**src/rtl/pfd_pkg.sv**
```systemverilog
package pfd_pkg;

  typedef struct packed {
    logic up;
    logic dn;
  } pfd_state_t;

  typedef enum logic [1:0] {
    PD_FLOAT   = 2'b00,
    PD_DRIVE_H = 2'b01,
    PD_DRIVE_L = 2'b10
  } pd_mode_e;

  localparam int unsigned PFD_NUM_INPUTS = 2;
  localparam int unsigned PFD_IDX_REF    = 0;
  localparam int unsigned PFD_IDX_FB     = 1;

endpackage

```
**src/rtl/pfd_edge_sampler.sv**
```systemverilog
module pfd_edge_sampler #(
  parameter int unsigned STAGES = 2
) (
  input  logic clk,
  input  logic rst_n,
  input  logic din,
  output logic rise
);

  localparam int unsigned LAST = STAGES - 1;

  logic [STAGES-1:0] chain_q;
  logic              prev_q;

  always_ff @(posedge clk or negedge rst_n) begin
    if (!rst_n) begin
      chain_q <= '0;
      prev_q  <= 1'b0;
    end else begin
      chain_q <= {chain_q[STAGES-2:0], din};
      prev_q  <= chain_q[LAST];
    end
  end

  assign rise = chain_q[LAST] & ~prev_q;

endmodule

```
**src/rtl/pfd_state_core.sv**
```systemverilog
module pfd_state_core
  import pfd_pkg::*;
(
  input  logic       clk,
  input  logic       rst_n,
  input  logic       ref_rise,
  input  logic       fb_rise,
  output pfd_state_t state
);

  pfd_state_t state_q;
  pfd_state_t state_d;
  logic       want_up;
  logic       want_dn;

  always_comb begin
    want_up = state_q.up | ref_rise;
    want_dn = state_q.dn | fb_rise;
    if (want_up && want_dn) begin
      state_d = '0;
    end else begin
      state_d.up = want_up;
      state_d.dn = want_dn;
    end
  end

  always_ff @(posedge clk or negedge rst_n) begin
    if (!rst_n) state_q <= '0;
    else        state_q <= state_d;
  end

  assign state = state_q;

endmodule

```
**src/rtl/pfd_drive_stage.sv**
```systemverilog
module pfd_drive_stage
  import pfd_pkg::*;
(
  input  pfd_state_t state,
  output logic       pd_data,
  output logic       pd_oe
);

  pd_mode_e mode;

  always_comb begin
    unique case ({state.up, state.dn})
      2'b10:   mode = PD_DRIVE_H;
      2'b01:   mode = PD_DRIVE_L;
      default: mode = PD_FLOAT;
    endcase
  end

  assign pd_oe   = (mode != PD_FLOAT);
  assign pd_data = (mode == PD_DRIVE_H);

endmodule

```
**src/rtl/pfd_tristate.sv**
```systemverilog
module pfd_tristate
  import pfd_pkg::*;
#(
  parameter int unsigned SYNC_STAGES = 2
) (
  input  logic clk,
  input  logic rst_n,
  input  logic ref_in,
  input  logic fb_in,
  output logic up_flag,
  output logic dn_flag,
  output logic pd_data,
  output logic pd_oe
);

  logic [PFD_NUM_INPUTS-1:0] raw_vec;
  logic [PFD_NUM_INPUTS-1:0] rise_vec;
  logic                      ref_rise;
  logic                      fb_rise;
  pfd_state_t                state;

  assign raw_vec[PFD_IDX_REF] = ref_in;
  assign raw_vec[PFD_IDX_FB]  = fb_in;

  for (genvar g = 0; g < PFD_NUM_INPUTS; g++) begin : g_sampler
    pfd_edge_sampler #(
      .STAGES(SYNC_STAGES)
    ) sampler_i (
      .clk  (clk),
      .rst_n(rst_n),
      .din  (raw_vec[g]),
      .rise (rise_vec[g])
    );
  end

  assign ref_rise = rise_vec[PFD_IDX_REF];
  assign fb_rise  = rise_vec[PFD_IDX_FB];

  pfd_state_core core_i (
    .clk     (clk),
    .rst_n   (rst_n),
    .ref_rise(ref_rise),
    .fb_rise (fb_rise),
    .state   (state)
  );

  pfd_drive_stage drive_i (
    .state  (state),
    .pd_data(pd_data),
    .pd_oe  (pd_oe)
  );

  assign up_flag = state.up;
  assign dn_flag = state.dn;

endmodule

```
**config.mk**
```make
export PLATFORM = sky130hd
export DESIGN_NAME = pfd_tristate
export DESIGN_NICKNAME = d
export VERILOG_FILES = /design/src/rtl/pfd_pkg.sv /design/src/rtl/pfd_edge_sampler.sv /design/src/rtl/pfd_state_core.sv /design/src/rtl/pfd_drive_stage.sv /design/src/rtl/pfd_tristate.sv
export SDC_FILE = /design/constraint.sdc
export NUM_CORES = 1
export LEC_CHECK = 0
export BUFFER_PORTS_ARGS = -buffer_cell sky130_fd_sc_hd__buf_2
export CORE_AREA = 2 2 39 41
export CTS_CLUSTER_SIZE = 8
export DETAILED_ROUTE_END_ITERATION = 16
export DIE_AREA = 0 0 41 43
export GPL_ROUTABILITY_DRIVEN = 0
export SETUP_SLACK_MARGIN = 0.05
export SYNTH_ARGS = -nofsm -noshare
export SYNTH_HDL_FRONTEND = slang
export SYNTH_HIERARCHICAL = 1
export SYNTH_SLANG_ARGS = --single-unit
```
**constraint.sdc**
```tcl
create_clock -name clk -period 1.1 [get_ports clk]
set_input_delay 0.33 -clock clk [delete_from_list [all_inputs] [get_ports clk]]
set_output_delay 0.33 -clock clk [all_outputs]
set_load 0.01 [all_outputs]
```
==> results of run 1 <==
state kept, by name (all words and copies together), names as in the netlist:
name / cells
core_i/state: 2
g_sampler.sampler_i/chain_q: 4
g_sampler.sampler_i/prev_q: 2
metal layers:
layer | part of all wire, % | up-vias
met3 | 7.9 | 0
met5 | 0 | -
met2 | 48 | 8
li1 | - | 84
met1 | 43 | 82
met4 | 0 | 0
worst max path at each step:
stage	to	slack (ns)	cells after the start
final	dn_flag	-0.30	4
after global routing	pd_oe	-0.35	4
after CTS	pd_oe	-0.30	3
after detailed placement	pd_oe	-0.04	3
after global placement	pd_oe	-0.04	3
after floorplan	pd_oe	-0.02	3
critical path: stages (launching register included):
cell,delay (ns)
sky130_fd_sc_hd__dfrtp_1,0.37
sky130_fd_sc_hd__buf_4,0.13
sky130_fd_sc_hd__buf_6,0.10
sky130_fd_sc_hd__buf_6,0.10
sky130_fd_sc_hd__buf_6,0.11
power breakdown:
part | leakage, nW | switching, mW | total, mW | internal [mW]
Sequential | 0.0957 | 0.0118 | 0.329 | 0.317
Combinational | 0.104 | 0.0644 | 0.176 | 0.112
Clock | 0.0138 | 0.0890 | 0.213 | 0.124
Total | 0.213 | 0.165 | 0.718 | 0.553
cell usage in the layout (no fill, tap or decap):
cell type	instances
sky130_fd_sc_hd__buf_2	4
sky130_fd_sc_hd__nor2b_4	2
sky130_fd_sc_hd__dfrtp_1	8
sky130_fd_sc_hd__clkbuf_4	3
sky130_fd_sc_hd__buf_6	6
sky130_fd_sc_hd__buf_4	2
sky130_fd_sc_hd__o21a_1	1
sky130_fd_sc_hd__dlygate4sd3_1	1
sky130_fd_sc_hd__ha_1	1
sky130_fd_sc_hd__inv_2	1
sky130_fd_sc_hd__nor3_1	1
sky130_fd_sc_hd__nor2_2	1
sky130_fd_sc_hd__inv_1	1
cell families after synthesis:
kind of cell,after synthesis,share of synthesized area (%)
and+or+nand+nor,4,14.6
buffers and inverters,2,2.82
DFF,8,75.1
adders and majority gates,1,4.69
AOI/OAI and AO/OA,1,2.82
repair_timing:
action / 4_1_cts / 5_1_grt
gates cloned: 0 / 0
resized for setup: 5 / 1
endpoints found under the setup margin: 4 / 4
hold buffers: 1 / 0
endpoints found under the hold margin: 8 / 0
pin swaps: 1 / 0
setup buffers: 2 / 1
final cells by class:
cell class                 count  area [sq um]  area share, %
clock buffer                   3          22.5           5.34
inverter                       2          7.51           1.78
multi-input combinational      6          58.8           13.9
sequential                     8           200           47.5
tap                           16          20.0           4.75
timing repair buffer          13           113           26.7
==> results by group, run 1 <==
Drt
  • Detailed-route vias per instance: 3.63
  • Pre-Repair DR Iteration Count: 1
  • Via Count: 174
  • Antenna Nets Post-Route: 0
  • DRC violation total after the first TritonRoute iteration: 0
  • Total detailed-routing wirelength: 382 microns
  • DRC viols: 0
  • Wire length per cell: 7.96 microns

Yosys
  • Count of synthesis-stage warnings from yosys: 6
  • Number of distinct library cells after synthesis: 7
  • Syn Std Cell Area: 267 sq um
  • Area fraction of the dominant cell type after synthesis: 75.1%
  • Post-Syn Nets: 21
  • Cell type contributing the most total cell area after synthesis: sky130_fd_sc_hd__dfrtp_1
  • Seq cells post-synth: 8
  • Cells after Synth: 16
  • Share of the yosys chip area belonging to registers: 75.1%
  • Top flip-flop cell by instance count after synthesis: sky130_fd_sc_hd__dfrtp_1
  • Post-synth EDFFs: 0
  • Async set-or-reset flop fraction in the synthesized netlist: 100%
  • Ranking of synthesized cells by instance count: 8 x sky130_fd_sc_hd__dfrtp_1, 2 x sky130_fd_sc_hd__inv_1, 2 x sky130_fd_sc_hd__nor2b_4
  • Cell with the most instances after synthesis: sky130_fd_sc_hd__dfrtp_1
  • Top cells by area, synth: sky130_fd_sc_hd__dfrtp_1 75%, sky130_fd_sc_hd__nor2b_4 10%, sky130_fd_sc_hd__ha_1 4.7%, sky130_fd_sc_hd__inv_1 2.8%, sky130_fd_sc_hd__o21a_1 2.8%
  • Syn avg cell area: 16.7 sq um

Placement
  • Sum of net half-perimeters after detailed placement: 255 microns
  • Port buffer count: 7
  • Cells after DPL: 41
  • Worst setup slack before clock tree synthesis: -0.0388 ns
  • Post-detailed-placement cell area: 337 sq um

Global route
  • Largest net degree at the start of global routing: 9
  • GR Util met1: 6.04%
  • Total grt overflow: 0
  • Routing layer with the top usage in global route: met2
  • Overall Global Routing Usage: 5.49%
  • Global-route wire length before repair: 614 microns
  • Fraction of met2 tracks used by global routing: 7.50%
  • Number of antenna violations at the first check in global routing: 0
  • Via count of the first global-routing pass: 167
  • Met3 Track Usage GR: 6.28%

Cells and area
  • Final design utilization: 30.5%
  • Layout Cells excl Fill: 48
  • Filler Cell Count: 143
  • Number of nets in the layout: 39
  • Antenna fix cells: 0
  • Area delta synth->final: 58.2%
  • Fraction of layout cells with a size suffix above 1: 59.4%
  • Post-route cell area: 422 sq um

Setup path
  • CP endpoint kind: output pin
  • Length in cells of the worst reg-to-reg path: 5
  • Worst Path Max Fanout: 2
  • Worst reg-to-reg setup slack: 0.12 ns
  • Worst Path Arrival: 1.07 ns
  • Sort of element at the start of the critical path: flip-flop
  • Worst setup startpoint: core_i/state[0]
  • Critical register-to-register path startpoint: core_i/state[0]
  • Endpoint of the worst register-to-register path: core_i/state[1]
  • Type of the worst setup path: reg2out
  • Required time of the critical path: 0.77 ns

Floorplan
  • Effective utilization at floorplan: 19.3%
  • Vertical extent of the die: 43 microns
  • Die ar.: 1760 sq um
  • Row Count: 14
  • I/O pin cnt: 8
  • Die Width: 41 microns
  • Floorplan core area: 1380 sq um

STA
  • Maximum clock frequency: 0.717 GHz
  • Setup WS post-layout: -0.296 ns
  • Largest clock skew in the final design: 0.00423 ns
  • Final max-slew violation count: 0
  • Portion of the clock cycle consumed by the worst path in the final layout: 127%
  • Unrepaired setup endpoints after global routing: true
  • Number of endpoints with negative hold slack in the final report: 0
  • Total setup violations reported at the end of the flow: 4
  • Worst slew margin relative to its limit: 88.1%
  • Measured slew at the worst slew-check pin: 0.179 ns
  • Setup TNS: -0.849 ns
  • Clock period minus worst slack: 1.40 ns
  • Worst hold slack after final layout: 0.194 ns

Min path
  • Worst hold stages: 1
  • End point of the worst hold path: g_sampler[0].sampler_i/chain_q[0]
  • Hold/Removal Path Class: in2reg
  • Min-Delay Startpoint: ref_in

Run status
  • Failing checks: negative setup slack
  • Outcome: complete, but fails checks

Clock network
  • CTS H-Tree Depth: 1
  • Number of buffers created by CTS: 3
  • Root buffer selected by CTS: sky130_fd_sc_hd__clkbuf_4
  • CTS tree: yes
  • Bufs on Longest Clock Path: 2
  • Number of clock sinks: 8
  • Worst-skew pair later-pin latency: 0.24 ns
  • Clock transition at path regs: 0.05 ns

Power
  • IR drop worst, VDD: 0.600 mV
  • Total power consumption of the routed design: 0.718 mW
  • Power Dens Cells: 1700 nW/um^2
  • Static Leakage: 0.213 nW

Flow run
  • Max-cap violation count: 0
Note: power is estimated with default switching activity, not from simulation.
==> run 2, diff against run 1 <==
--- a/config.mk
+++ b/config.mk
@@ -14,5 +14,4 @@
 export SETUP_SLACK_MARGIN = 0.05
 export SYNTH_ARGS = -nofsm -noshare
 export SYNTH_HDL_FRONTEND = slang
-export SYNTH_HIERARCHICAL = 1
 export SYNTH_SLANG_ARGS = --single-unit
==> run 2 against run 1 <==
  * The flow still finishes with violations (negative setup slack)
  * Register-to-register slack improved by 0.10 ns
  * Wire length decreased by 7.9%
  * Maximum frequency down 0.34%
  * Die area did not move
  * Sequential share of layout area grew 3.3 points
  * Sequential power decreased by 1%
  * Clock-buffer cell count unchanged
  * First-iteration DRC count unchanged
  * Synthesized cell count is the same
  * Largest cell class unchanged
==> results by group, run 2 <==
Clock network
  • Root buffer selected by CTS: sky130_fd_sc_hd__clkbuf_4
  • CTS H-Tree Depth: 1 (unchanged)
  • Clock transition at path regs: 0.05 ns (about the same)
  • Number of buffers created by CTS: 3 (unchanged)
  • Bufs on Longest Clock Path: 2 (unchanged)
  • Worst-skew pair later-pin latency: 0.25 ns (about the same)
  • CTS tree: yes
  • Number of clock sinks: 8 (unchanged)

Setup path
  • Type of the worst setup path: reg2out
  • CP endpoint kind: output pin
  • Worst Path Max Fanout: 2 (unchanged)
  • Sort of element at the start of the critical path: flip-flop
  • Worst Path Arrival: 1.07 ns (about the same)
  • Worst setup startpoint: core_i.state[1]
  • Required time of the critical path: 0.77 ns (about the same)
  • Critical register-to-register path startpoint: core_i.state[1]

Yosys
  • Post-synth EDFFs: 0 (unchanged)
  • Async set-or-reset flop fraction in the synthesized netlist: 100% (unchanged)
  • Number of distinct library cells after synthesis: 7 (unchanged)
  • Cell with the most instances after synthesis: sky130_fd_sc_hd__dfrtp_1
  • Top flip-flop cell by instance count after synthesis: sky130_fd_sc_hd__dfrtp_1
  • Top cells by area, synth: sky130_fd_sc_hd__dfrtp_1 77%, sky130_fd_sc_hd__a211oi_2 4.8%, sky130_fd_sc_hd__ha_1 4.8%, sky130_fd_sc_hd__inv_1 4.3%, sky130_fd_sc_hd__o211a_1 3.8%
  • Cells after Synth: 16 (unchanged)
  • Post-Syn Nets: 21 (unchanged)
  • Area fraction of the dominant cell type after synthesis: 76.6% (+1.4 points)
  • Syn avg cell area: 16.3 sq um (-1.9%)
  • Seq cells post-synth: 8 (unchanged)
  • Ranking of synthesized cells by instance count: 8 x sky130_fd_sc_hd__dfrtp_1, 3 x sky130_fd_sc_hd__inv_1
  • Count of synthesis-stage warnings from yosys: 0 (-6)
  • Share of the yosys chip area belonging to registers: 76.6% (+1.4 points)
  • Syn Std Cell Area: 262 sq um (-1.9%)
  • Cell type contributing the most total cell area after synthesis: sky130_fd_sc_hd__dfrtp_1

Floorplan
  • Vertical extent of the die: 43 microns (unchanged)
  • Die ar.: 1760 sq um (unchanged)
  • Floorplan core area: 1380 sq um (unchanged)
  • Row Count: 14 (unchanged)
  • Die Width: 41 microns (unchanged)
  • Effective utilization at floorplan: 18.9% (-0.36 points)
  • I/O pin cnt: 8 (unchanged)

Global route
  • Met3 Track Usage GR: 7.85% (+1.6 points)
  • Fraction of met2 tracks used by global routing: 7.19% (-0.31 points)
  • Via count of the first global-routing pass: 159 (-4.8%)
  • Largest net degree at the start of global routing: 9 (unchanged)
  • Total grt overflow: 0 (unchanged)
  • Overall Global Routing Usage: 5.69% (+0.20 points)
  • Routing layer with the top usage in global route: met3
  • Number of antenna violations at the first check in global routing: 0 (unchanged)
  • Global-route wire length before repair: 572 microns (-6.8%)
  • GR Util met1: 5.02% (-1.0 points)

Drt
  • Pre-Repair DR Iteration Count: 1 (unchanged)
  • DRC violation total after the first TritonRoute iteration: 0 (unchanged)
  • Total detailed-routing wirelength: 352 microns (-7.9%)
  • DRC viols: 0 (unchanged)
  • Detailed-route vias per instance: 3.76 (+3.7%)
  • Via Count: 173 (-0.57%)
  • Antenna Nets Post-Route: 0 (unchanged)
  • Wire length per cell: 7.65 microns (-3.8%)

Placement
  • Worst setup slack before clock tree synthesis: -0.0475 ns (-0.00869 ns)
  • Port buffer count: 7 (unchanged)
  • Sum of net half-perimeters after detailed placement: 247 microns (-3.3%)

Flow run
  • Max-cap violation count: 0 (unchanged)

Power
  • IR drop worst, VDD: 1.04 mV (+73%)
  • Power Dens Cells: 1760 nW/um^2 (+3.3%)
  • Static Leakage: 0.202 nW (-5.3%)
  • Total power consumption of the routed design: 0.693 mW (-3.4%)

Cells and area
  • Antenna fix cells: 0 (unchanged)
  • Fraction of layout cells with a size suffix above 1: 53.3% (-6.0 points)
  • Top reg by flops: g_sampler.sampler_i.chain_q
  • Final design utilization: 28.5% (-2.0 points)
  • Commonest non-fill, non-tap cell in the layout: sky130_fd_sc_hd__dfrtp_1
  • Max reg flops: 4 (unchanged)
  • Filler Cell Count: 137 (-4.2%)
  • Most frequent cells in the layout: 8 x sky130_fd_sc_hd__dfrtp_1, 4 x sky130_fd_sc_hd__buf_2, 4 x sky130_fd_sc_hd__buf_6, 3 x sky130_fd_sc_hd__clkbuf_4
  • Area delta synth->final: 50.7%
  • Number of nets in the layout: 37 (-5.1%)

STA
  • Measured slew at the worst slew-check pin: 0.179 ns (-0.000216 ns)
  • Worst hold slack after final layout: 0.188 ns (-0.00530 ns)
  • Largest clock skew in the final design: 0.00354 ns (-0.000699 ns)
  • Final max-slew violation count: 0 (unchanged)
  • Unrepaired setup endpoints after global routing: true
  • Maximum clock frequency: 0.714 GHz (-0.34%)
  • Worst slew margin relative to its limit: 88.1% (about the same)
  • Total setup violations reported at the end of the flow: 4 (unchanged)
  • Clock period minus worst slack: 1.40 ns (+0.00478 ns)
  • Portion of the clock cycle consumed by the worst path in the final layout: 127% (+0.43 points)
  • Number of endpoints with negative hold slack in the final report: 0 (unchanged)
  • Setup TNS: -0.773 ns (+0.0765 ns)
  • Setup WS post-layout: -0.300 ns (-0.00478 ns)

Run status
  • Failing checks: negative setup slack
  • Outcome: complete, but fails checks

Min path
  • Min-Delay Startpoint: ref_in
  • Hold/Removal Path Class: in2reg
==> run 2: cell types whose count changed after synthesis <==
cell                       before  now
sky130_fd_sc_hd__o21a_1         1    0
sky130_fd_sc_hd__nor2_2         1    0
sky130_fd_sc_hd__nor2b_4        2    0
sky130_fd_sc_hd__o211a_1        0    1
sky130_fd_sc_hd__inv_1          2    3
sky130_fd_sc_hd__nand2b_1       0    1
sky130_fd_sc_hd__nor3_1         1    0
sky130_fd_sc_hd__nor2b_2        0    1
sky130_fd_sc_hd__a211oi_2       0    1
==> run 2: area by class of cell <==
cell class | count | area [sq um] | area share, %
clock buffer | 3 | 22.5 | 5.71
inverter | 3 | 11.3 | 2.86
multi-input combinational | 5 | 50.0 | 12.7
sequential | 8 | 200 | 50.8
tap | 16 | 20.0 | 5.08
timing repair buffer | 11 | 90.1 | 22.9
==> run 2: where the power goes <==
part	leakage, nW	total, mW	switching (mW)	internal (mW)
logic	0.0923	0.154	0.0632	0.0911
registers	0.0957	0.325	0.00857	0.317
clock network	0.0138	0.213	0.0893	0.124
total	0.202	0.693	0.161	0.532
==> run 2: layer usage <==
metal  wire length, microns  vias to the layer above
met4                      0                        0
met5                      0                        -
met1                    149                       84
li1                       -                       78
met3                     56                        0
met2                    147                       11
==> run 2: cells by family after synthesis <==
logic type      Yosys count  synth area share [%]
flops                     8                  76.6
buf+inv                   3                  4.31
compound gates            2                  8.61
simple gates              2                  5.74
fa+ha+maj                 1                  4.78
==> run 2: critical path: stages, from the launching register on <==
cell and delay (ns):
sky130_fd_sc_hd__dfrtp_1 0.37, sky130_fd_sc_hd__ha_1 0.30, sky130_fd_sc_hd__inv_2 0.06, sky130_fd_sc_hd__buf_6 0.09
==> run 2: timing repair <==
item                                   4_1_cts  5_1_grt
gates cloned                                 0        0
hold buffers                                 1        0
buffers inserted                             1        1
pin swaps                                    1        1
setup endpoints to repair                    4        4
gates resized for setup                      4        0
endpoints found under the hold margin        8        0
==> run 2: final timing paths <==
| check | end | slack, ns | cells past startpoint |
|---|---|---|---|
| setup / recovery | pd_oe | -0.30 | 3 |
| hold / removal | g_sampler[0].sampler_i.chain_q[0] | 0.19 | 1 |
| setup reg to reg | core_i.state[0] | 0.22 | 4 |
| hold reg to reg | g_sampler[0].sampler_i.chain_q[1] | 0.34 | 0 |
| max in group asynchronous | g_sampler[1].sampler_i.chain_q[1] | 0.49 | 2 |
| min in group asynchronous | core_i.state[0] | 0.45 | 2 |
==> run 2: per-stage QoR <==
step	std cells	area (sq um)
floorplan	16	262
global placement	41	332
detailed placement	41	332
CTS	45	387
global route	46	394
finish	46	394
